**src/rtl/mcd_pkg.sv**
```systemverilog
package mcd_pkg;

    typedef enum logic [2:0] {
        ST_OFF   = 3'd0,
        ST_WATCH = 3'd1,
        ST_FIRE  = 3'd2,
        ST_HOLD  = 3'd3,
        ST_INRST = 3'd4
    } mcd_state_e;

endpackage

```
**src/rtl/mcd_sync.sv**
```systemverilog
// Brings the monitored clock into the reference domain as data and
// flags every change of its synchronized level.
module mcd_sync #(
    parameter int STAGES = 2
) (
    input  logic ref_clk,
    input  logic por_n,
    input  logic din,
    output logic level_chg
);
    // sr[STAGES-1] is the synchronized level; sr[STAGES] is its previous value
    logic [STAGES:0] sr;

    always_ff @(posedge ref_clk or negedge por_n) begin
        if (!por_n) begin
            sr <= '0;
        end else begin
            sr <= {sr[STAGES-1:0], din};
        end
    end

    assign level_chg = sr[STAGES] ^ sr[STAGES-1];

endmodule

```
**src/rtl/mcd_window_timer.sv**
```systemverilog
// Counts reference cycles without a level change while running.
// The count clears on a change and holds at the terminal value.
module mcd_window_timer #(
    parameter int WINDOW = 8
) (
    input  logic ref_clk,
    input  logic por_n,
    input  logic run,
    input  logic level_chg,
    output logic expired
);
    localparam int CNT_W = (WINDOW > 2) ? $clog2(WINDOW) : 1;
    localparam logic [CNT_W-1:0] LAST = CNT_W'(WINDOW - 1);

    logic [CNT_W-1:0] cnt_q;

    assign expired = run && !level_chg && (cnt_q == LAST);

    always_ff @(posedge ref_clk or negedge por_n) begin
        if (!por_n) begin
            cnt_q <= '0;
        end else if (!run || level_chg) begin
            cnt_q <= '0;
        end else if (cnt_q != LAST) begin
            cnt_q <= cnt_q + 1'b1;
        end
    end

endmodule

```
**src/rtl/mcd_ctrl_fsm.sv**
```systemverilog
// Enable, request and cause-flag control for the detector.
module mcd_ctrl_fsm
    import mcd_pkg::*;
(
    input  logic       ref_clk,
    input  logic       por_n,
    input  logic       sys_rst,
    input  logic       en_wr,
    input  logic       en_wdata,
    input  logic       expired,
    output logic       run,
    output logic       rst_req,
    output logic       cause_flag,
    output mcd_state_e state
);
    mcd_state_e state_q, state_d;
    logic       flag_q;

    // next state
    always_comb begin
        state_d = state_q;
        if (sys_rst) begin
            state_d = ST_INRST;
        end else begin
            unique case (state_q)
                ST_OFF:   if (en_wr && en_wdata)  state_d = ST_WATCH;
                ST_WATCH: if (en_wr && !en_wdata) state_d = ST_OFF;
                          else if (expired)       state_d = ST_FIRE;
                ST_FIRE:  state_d = ST_HOLD;
                ST_HOLD:  state_d = ST_HOLD;
                ST_INRST: state_d = ST_OFF;
                default:  state_d = ST_OFF;
            endcase
        end
    end

    // state register
    always_ff @(posedge ref_clk or negedge por_n) begin
        if (!por_n) begin
            state_q <= ST_OFF;
        end else begin
            state_q <= state_d;
        end
    end

    // cause flag: captured when a system reset begins
    always_ff @(posedge ref_clk or negedge por_n) begin
        if (!por_n) begin
            flag_q <= 1'b0;
        end else if (sys_rst && state_q != ST_INRST) begin
            flag_q <= (state_q == ST_FIRE) || (state_q == ST_HOLD);
        end
    end

    // outputs
    always_comb begin
        run        = (state_q == ST_WATCH);
        rst_req    = (state_q == ST_FIRE);
        cause_flag = flag_q;
        state      = state_q;
    end

endmodule

```
**src/rtl/clk_loss_detector.sv**
```systemverilog
module clk_loss_detector #(
    parameter int WINDOW      = 8,
    parameter int SYNC_STAGES = 2
) (
    input  logic ref_clk,
    input  logic por_n,
    input  logic sys_rst,
    input  logic mon_clk,
    input  logic en_wr,
    input  logic en_wdata,
    output logic cause_flag,
    output logic rst_req
);
    logic               mon_chg;
    logic               timer_run;
    logic               timer_expired;
    mcd_pkg::mcd_state_e fsm_state;

    mcd_sync #(.STAGES(SYNC_STAGES)) u_sync (
        .ref_clk   (ref_clk),
        .por_n     (por_n),
        .din       (mon_clk),
        .level_chg (mon_chg)
    );

    mcd_window_timer #(.WINDOW(WINDOW)) u_timer (
        .ref_clk   (ref_clk),
        .por_n     (por_n),
        .run       (timer_run),
        .level_chg (mon_chg),
        .expired   (timer_expired)
    );

    mcd_ctrl_fsm u_fsm (
        .ref_clk    (ref_clk),
        .por_n      (por_n),
        .sys_rst    (sys_rst),
        .en_wr      (en_wr),
        .en_wdata   (en_wdata),
        .expired    (timer_expired),
        .run        (timer_run),
        .rst_req    (rst_req),
        .cause_flag (cause_flag),
        .state      (fsm_state)
    );

endmodule

```
**config.mk**
```make
export PLATFORM = sky130hd
export DESIGN_NAME = clk_loss_detector
export DESIGN_NICKNAME = d
export VERILOG_FILES = /design/src/rtl/mcd_pkg.sv /design/src/rtl/mcd_sync.sv /design/src/rtl/mcd_window_timer.sv /design/src/rtl/mcd_ctrl_fsm.sv /design/src/rtl/clk_loss_detector.sv
export SDC_FILE = /design/constraint.sdc
export NUM_CORES = 1
export LEC_CHECK = 0
export ABC_AREA = 1
export BUFFER_PORTS_ARGS = -buffer_cell sky130_fd_sc_hd__buf_2
export CAP_MARGIN = 20
export CORE_AREA = 2 2 39 41
export DETAILED_ROUTE_END_ITERATION = 12
export DIE_AREA = 0 0 41 43
export SLEW_MARGIN = 20
export SYNTH_ARGS = -nofsm -noshare
export SYNTH_HDL_FRONTEND = slang
export SYNTH_SLANG_ARGS = --single-unit
```
**constraint.sdc**
```tcl
create_clock -name ref_clk -period 1.6 [get_ports ref_clk]
set_input_delay 0.08 -clock ref_clk [delete_from_list [all_inputs] [get_ports ref_clk]]
set_output_delay 0.08 -clock ref_clk [all_outputs]
set_load 0.005 [all_outputs]
```
**Word level (Yosys, flattened, before mapping)**

Index checks and enable logic that the tools add are counted.

- Memories: 0
- Bits in read-only memories: 0
- RAM bits: 0
- Bits in latches: 0
- Bits in registers: 10

- Multiply operators: 0
- Bitwise operators: 1
- $lt $le $gt $ge: 0
- Eq/ne operators: 8
- Reduce and logical (&&, ||, !) cells: 14
- Divide/modulo/power cells: 0
- Shifts and indexed selects: 0
- Mux-type cells: 7
- Add/sub/neg operators: 1

Operator list:

| cell | number |
|---|---|
| $mux 3 | 6 |
| $pmux 3 s3 | 1 |
| $eq 3x2->1 const B | 2 |
| $ne 3x3->1 const B | 2 |
| $logic_and 1x1->1 | 5 |
| $ne 4x3->1 const B | 1 |
| $add 3x1->3 const B | 1 |
| $eq 3x1->1 const B | 1 |
| $eq 3x3->1 const B | 1 |
| $logic_not 1->1 | 3 |
| $logic_not 3->1 | 1 |
| $ne 3x2->1 const B | 1 |
| $logic_or 1x1->1 | 2 |
| $reduce_and 2->1 | 1 |
| $reduce_bool 2->1 | 1 |
| $reduce_or 2->1 | 1 |
| $xor 1x1->1 | 1 |

**Depth between registers and ports, before layout**

Gate-level depths: netlist of run 1.

- Word-level depth: 8
- Mapped depth: 7

**Modules after synthesis**

Synthesis of run 1 repeated with hierarchy kept, for this count alone.

- Cell total of the unflattened synthesis: 62
- Area total of the unflattened synthesis: 486.7 µm²

Modules (own cells, without submodules):

| module | times used | cells an instance | seq. area each (µm²) | area an instance (µm²) |
|---|---|---|---|---|
| mcd_ctrl_fsm | 1 | 34 | 100.1 | 229.0 |
| mcd_window_timer | 1 | 20 | 75.1 | 163.9 |
| mcd_sync | 1 | 8 | 75.1 | 93.8 |

**Least setup slack after synthesis of run 1**

No wires, ideal clock.

- Path kind: register -> register
- Start: register u_timer.cnt_q[0]
- End: register u_fsm.state_q[1], in the netlist u_fsm.state[1]
- Path slack: 472 ps
- Required time: 1486 ps
- Cell stages (with the launch flop): 7
- Buffers on the path: 0
- Arrival time: 1013 ps
- Path through: dfrtp_1 -> ha_1 -> ha_1 -> nand3_1 -> nand2_1 -> nand2_1 -> nor2_1

- Cells in the longest elaborated chain, start to end: 4

RTL lines:

| what | line | source |
|---|---|---|
| from (decl) | mcd_window_timer.sv:15 | `logic [CNT_W-1:0] cnt_q;` |
| from (signal assigned) | mcd_window_timer.sv:25 | `cnt_q <= cnt_q + 1'b1;` |
| $eq 3x3->1 | mcd_window_timer.sv:17 | `assign expired = run && !level_chg && (cnt_q == LAST);` |
| $logic_and 1x1->1 | mcd_window_timer.sv:17 |  |
| $ne 4x3->1 (no source line) | n/a |  |
| $reduce_and 2->1 (no source line) | n/a |  |
| to (signal assigned) | mcd_ctrl_fsm.sv:42 | `state_q <= state_d;` |
| to (decl) | mcd_ctrl_fsm.sv:16 | `mcd_state_e state_q, state_d;` |

No other way between the ends.
A chain may end at the register's enable or synchronous reset.

**Final worst setup path of run 1**

Same ends and word-level chain as after synthesis.

==> flow_summary.json, run 1 <==
{
  "status": "finished, final reports clean",
  "fp-row-count": 14,
  "wl_per_cell_um": 8.53,
  "ctsHoldBuffers": 3,
  "grt_max_degree": 11,
  "tns_ps": 0,
  "synth_area_um2": 462,
  "hold_viol": 0,
  "max_freq_ghz": 0.840,
  "crit_arrival_ps": 1350,
  "syn_avg_cell_area_um2": 8.24,
  "initial_utilization": 0.334,
  "start_kind": "flop",
  "cap_violations": 0,
  "placed_area_um2": 513,
  "die-height_um": 43,
  "reg2reg_to": "u_fsm.state[1]",
  "antenna_found_initial": 0,
  "fin_nets": 78,
  "viasPerCell": 4.36,
  "vias": 371,
  "fin_util": 0.419,
  "dp.cells": 78,
  "r2r-start": "u_timer.cnt_q[0]",
  "clkLatencyLatePin_ps": 260,
  "finalSetupViolCount": 0,
  "ff2ff_path_depth": 6,
  "drtPass1Iterations": 4,
  "grt_pass1_vias": 341,
  "drt-total-wl_um": 725,
  "grt_first_pass_wirelength_mm": 1.28,
  "rsz0062_at_grt": "false",
  "stdcell_count": 85,
  "cts_max_level": 1,
  "grt.total_usage": 0.112,
  "power_leakage_nw": 0.320,
  "yosys_warnings": 0,
  "final.setup_skew_ps": 2.65,
  "min_path_type": "in2async",
  "ant_nets": 0,
  "root_buffer": "clkbuf_4",
  "ys_seq_area_frac": 0.542,
  "layout-drive-gt1-share": 0.203,
  "power_density_nw_per_um2": 946,
  "gp_congestion": 0.817,
  "cts_tree": "yes",
  "critPathCaptureType": "flop",
  "die_area_um2": 1760,
  "yosys-top-cells-area": "dfrtp_1 (54%), nand2_1 (14%), inv_1 (5.7%), nor2_1 (5.7%), ha_1 (5.4%)",
  "die_x_um": 41,
  "drc": 0,
  "period_share": 0.744,
  "max-vdd-ir-drop_mv": 0.575,
  "synth_top_area_share": 0.542,
  "critical_path_class": "reg2reg",
  "gr-total-overflow": 0,
  "design_power_total_w": 0.000548,
  "cts_resized": 0,
  "post_cts_buffers": 0,
  "ios": 8,
  "io_buffer_count": 7,
  "slew_headroom": 0.857,
  "core-area_um2": 1380,
  "synth_cells": 56,
  "regToRegSetupSlack_ps": 410,
  "fin_area_um2": 579,
  "syn2layout_area_growth_pct": 25.5,
  "path_clk_slew_ps": 70,
  "drt-initial-drc-count": 7,
  "num-fill-cells": 140,
  "ys_ff_latch": 10,
  "cp_data_required_time_ps": 1760,
  "cts.path.max_buffers": 2,
  "synth_nets": 64,
  "diodes": 0,
  "period_needed_ps": 1190,
  "hpwlAfterDp_um": 537,
  "tightest_slew_ps": 214,
  "crit_fanout": 5,
  "synth_cell_type_count": 14,
  "clkSinkCount": 10,
  "report.final.slew_viol_count": 0,
  "numCtsBuffers": 3,
  "yosys.area.top_type": "dfrtp_1"
}
==> metal layers <==
| metal | routed length, um | vias to the layer above | global-route usage |
|---|---|---|---|
| li1 | - | 199 | - |
| met1 | 345 | 167 | 0.143 |
| met2 | 356 | 3 | 0.147 |
| met3 | 14 | 2 | 0.0314 |
| met4 | 8 | 0 | 0.100 |
| met5 | 0 | - | 0 |
==> cells in the final DEF, fill, tap and decap left out <==
master	count
nand3_1	3
buf_2	7
nand2_1	17
ha_1	2
dlygate4sd3_1	3
a21oi_1	3
clkbuf_4	3
inv_1	7
clkbuf_8	1
inv_2	1
a31oi_1	1
nor2_1	7
xor2_1	1
nor2_2	1
nand2_2	1
dfrtp_1	10
o21ai_0	1
==> power by group <==
part	internal, W	switching [W]	leakage [nW]
sequential	0.000265	0.00000885	0.127
clock	0.000138	0.0000850	0.0210
combinational	0.0000237	0.0000275	0.172
total	0.000427	0.000121	0.320
==> final cells by class <==
type	count	area (um^2)	share of cell area
clock buffer	4	36.3	0.0626
inverter	8	30.0	0.0518
multi-input combinational	37	178	0.307
sequential	10	250	0.432
tap	16	20.0	0.0346
timing repair buffer	10	65.1	0.112
==> worst max-delay path, stage by stage (launching register included) <==
cell,delay (ps)
dfrtp_1,390
ha_1,200
ha_1,240
nand3_1,110
nand2_1,60
nand2_1,60
nor2_1,40
==> cells by family (layout without fill, tap and decap cells) <==
logic type | count (synthesis) | in the layout | synth area share
adder cells (fa/ha/maj) | 2 | 2 | 0.0542
flip-flops | 10 | 10 | 0.542
XOR/XNOR | 1 | 1 | 0.0190
AO/OA/AOI/OAI | 5 | 5 | 0.0569
buffers and inverters | 9 | 22 | 0.0732
AND/OR/NAND/NOR | 29 | 29 | 0.255
==> flip-flops by register name, indices dropped and copies added (netlist names) <==
signal            count
u_fsm.cause_flag      1
u_sync.sr             3
u_timer.cnt_q         3
u_fsm.state           3
==> worst max-delay path by stage <==
stage / endpoint / slack (ps) / start / cells after the start
6_report: u_fsm.state[1] / 410 / u_timer.cnt_q[0] / 6
5_1_grt: u_fsm.state[1] / 330 / u_timer.cnt_q[0] / 6
4_1_cts: u_fsm.state[1] / 400 / u_timer.cnt_q[0] / 6
3_5_place_dp: u_fsm.state[1] / 410 / u_timer.cnt_q[0] / 6
3_3_place_gp: u_fsm.state[1] / 430 / u_timer.cnt_q[0] / 6
2_1_floorplan: u_fsm.state[1] / 470 / u_timer.cnt_q[0] / 6
==> cell usage after synthesis (all sizes together) <==
library cell,number
a31oi,1
a21oi,3
clkbuf,1
dfrtp,10
o21ai,1
nand2,18
ha,2
nand3,3
nor2,8
xor2,1
inv,8
==> through the flow <==
stage	hold WS [ps]	setup slack [ps]
5_1_grt	195	332
2_1_floorplan	-216	472
4_1_cts	197	403
3_3_place_gp	-48.6	431
3_5_place_dp	-50.2	409
6_report	198	409
Note: power is estimated with default switching activity, not from simulation.
==> inputs of run 2 (changes only) <==
==> constraint.sdc (replaced) <==
create_clock -name ref_clk -period 1.1 [get_ports ref_clk]
set_input_delay 0.055 -clock ref_clk [delete_from_list [all_inputs] [get_ports ref_clk]]
set_output_delay 0.055 -clock ref_clk [all_outputs]
set_load 0.005 [all_outputs]
==> run 2 against run 1 <==
Against the previous run: power grew 49%; critical endpoint is now rst_req; critical path depth down 2; largest power group unchanged; hold slack worse by 41 ps; clock power rose by 51%; global-route usage up 0.60 points; wire length up 11%; worst setup slack worse by 400 ps.
==> flow_summary.json, run 2 (synthesized netlist as in run 1, its figures left out) <==
{
  "critical_path_class": "reg2out",
  "diodes": 0,
  "grt.total_usage": 0.118,
  "die_area_um2": 1760,
  "final_common_cell": "nand2_1",
  "viasPerCell": 4.64,
  "hold_viol": 0,
  "power_leakage_nw": 0.323,
  "antenna_found_initial": 0,
  "power_frac_clock": 0.411,
  "cts_tree": "yes",
  "period_share": 0.987,
  "numCtsBuffers": 3,
  "cts.path.max_buffers": 2,
  "crit_fanout": 4,
  "slew_headroom": 0.856,
  "start_kind": "flop",
  "cp_data_required_time_ps": 1040,
  "cp_top_family": "flip-flops",
  "hpwlAfterDp_um": 575,
  "critPathCaptureType": "primary output",
  "cts_max_level": 1,
  "cp_slowest_cell": "dfrtp_1",
  "gp_congestion": 0.807,
  "status": "finished, final reports clean",
  "fin_util": 0.452,
  "cap_violations": 0,
  "tightest_slew_ps": 216,
  "critPathMaxStageDelay_ps": 410,
  "initial_utilization": 0.334,
  "drtPass1Iterations": 3,
  "min_path_type": "in2async",
  "fp-row-count": 14,
  "ant_nets": 0,
  "r2r-start": "u_timer.cnt_q[0]",
  "wl_per_cell_um": 9.24,
  "grt_max_degree": 11,
  "crit_arrival_ps": 1030,
  "drt-total-wl_um": 804,
  "max-vdd-ir-drop_mv": 0.759,
  "die-height_um": 43,
  "gr-total-overflow": 0,
  "worstPathBufferInverterCount": 2,
  "clkSinkCount": 10,
  "power_density_nw_per_um2": 1310,
  "grt_pass1_vias": 336,
  "path_clk_slew_ps": 70,
  "design_power_total_w": 0.000818,
  "max_freq_ghz": 0.921,
  "drc": 0,
  "combPwrFrac": 0.102,
  "ios": 8,
  "place_ws_ps": -43.0,
  "path_cells": "inv_1, nand2_1, nor2_1, buf_2",
  "rsz0062_at_grt": "true",
  "swShare": 0.236,
  "root_buffer": "clkbuf_4",
  "core-area_um2": 1380,
  "reg2reg_to": "u_timer.cnt_q[0]",
  "report.final.slew_viol_count": 0,
  "layout-drive-gt1-share": 0.324,
  "clkLatencyLatePin_ps": 280,
  "ff2ff_path_depth": 4,
  "io_buffer_count": 7,
  "p_int_w": 0.000625,
  "drt-initial-drc-count": 7,
  "fin_nets": 80,
  "final.setup_skew_ps": 10.7,
  "startpoint": "u_fsm.state[2]",
  "p_sw_w": 0.000193,
  "grt_first_pass_wirelength_mm": 1.31,
  "period_needed_ps": 1090,
  "regToRegSetupSlack_ps": 20,
  "final_cell_mix": "nand2_1 (15), dfrtp_1 (10), inv_1 (7), buf_2 (7), nor2_1 (6)",
  "syn2layout_area_growth_pct": 35.5,
  "vias": 404,
  "finalSetupViolCount": 0,
  "die_x_um": 41,
  "power_frac_seq": 0.486,
  "timing.final.ws_setup_ps": 14.1
}
run 2: final cells by class:
cell class / instances / area [um^2]
inverter: 8 / 30.0
timing repair buffer: 12 / 80.1
fill: 132 / 758
sequential: 10 / 250
multi-input combinational: 37 / 209
tap: 16 / 20.0
clock buffer: 4 / 36.3
run 2: how the worst max path moves through the flow:
stage                       end  slack (ps)  depth (start not counted)
6_report                rst_req          10                          4
3_3_place_gp     u_fsm.state[1]         -20                          6
3_5_place_dp     u_fsm.state[1]         -40                          6
2_1_floorplan    u_fsm.state[1]          10                          6
4_1_cts          u_fsm.state[1]        0.08                          6
5_1_grt        u_timer.cnt_q[1]         -40                          5
run 2: metrics by stage:
stage,hold slack (ps),cells,setup TNS (ps),cell area [um^2]
5_1_grt,171,87,-149,626
2_1_floorplan,-241,56,0,464
3_5_place_dp,-79.4,79,-79.0,523
6_report,157,87,0,626
4_1_cts,163,86,0,602
3_3_place_gp,-77.3,79,-25.2,523
run 2: power groups by stage:
stage / logic [W] / registers (W) / clock network [W]
5_1_grt: 0.0000934 / 0.000401 / 0.000364
3_5_place_dp: 0.0000695 / 0.000405 / 0
3_3_place_gp: 0.0000685 / 0.000405 / 0
4_1_cts: 0.0000781 / 0.000399 / 0.000340
2_1_floorplan: 0.0000385 / 0.000404 / 0
6_report: 0.0000839 / 0.000398 / 0.000337
run 2: repair_timing:
action                     in CTS  in global routing
hold buffers                    3                  0
hold endpoints to repair       12                  0
gates resized for setup         2                  5
pin swaps                       2                  4
setup endpoints to repair       5                  6
buffers inserted                0                  1
run 2: worst register-to-register path, cell delays in order (launching register included):
cell     delay (ps)
dfrtp_1         390
ha_2            200
ha_4            170
xor2_1          140
nor2_1          100
run 2: layer usage:
layer / global-route usage / vias to the layer above / routed length (um)
li1: - / 202 / -
met5: 0 / - / 0
met2: 0.153 / 4 / 408
met1: 0.146 / 195 / 358
met3: 0.0314 / 3 / 14
met4: 0.120 / 0 / 23
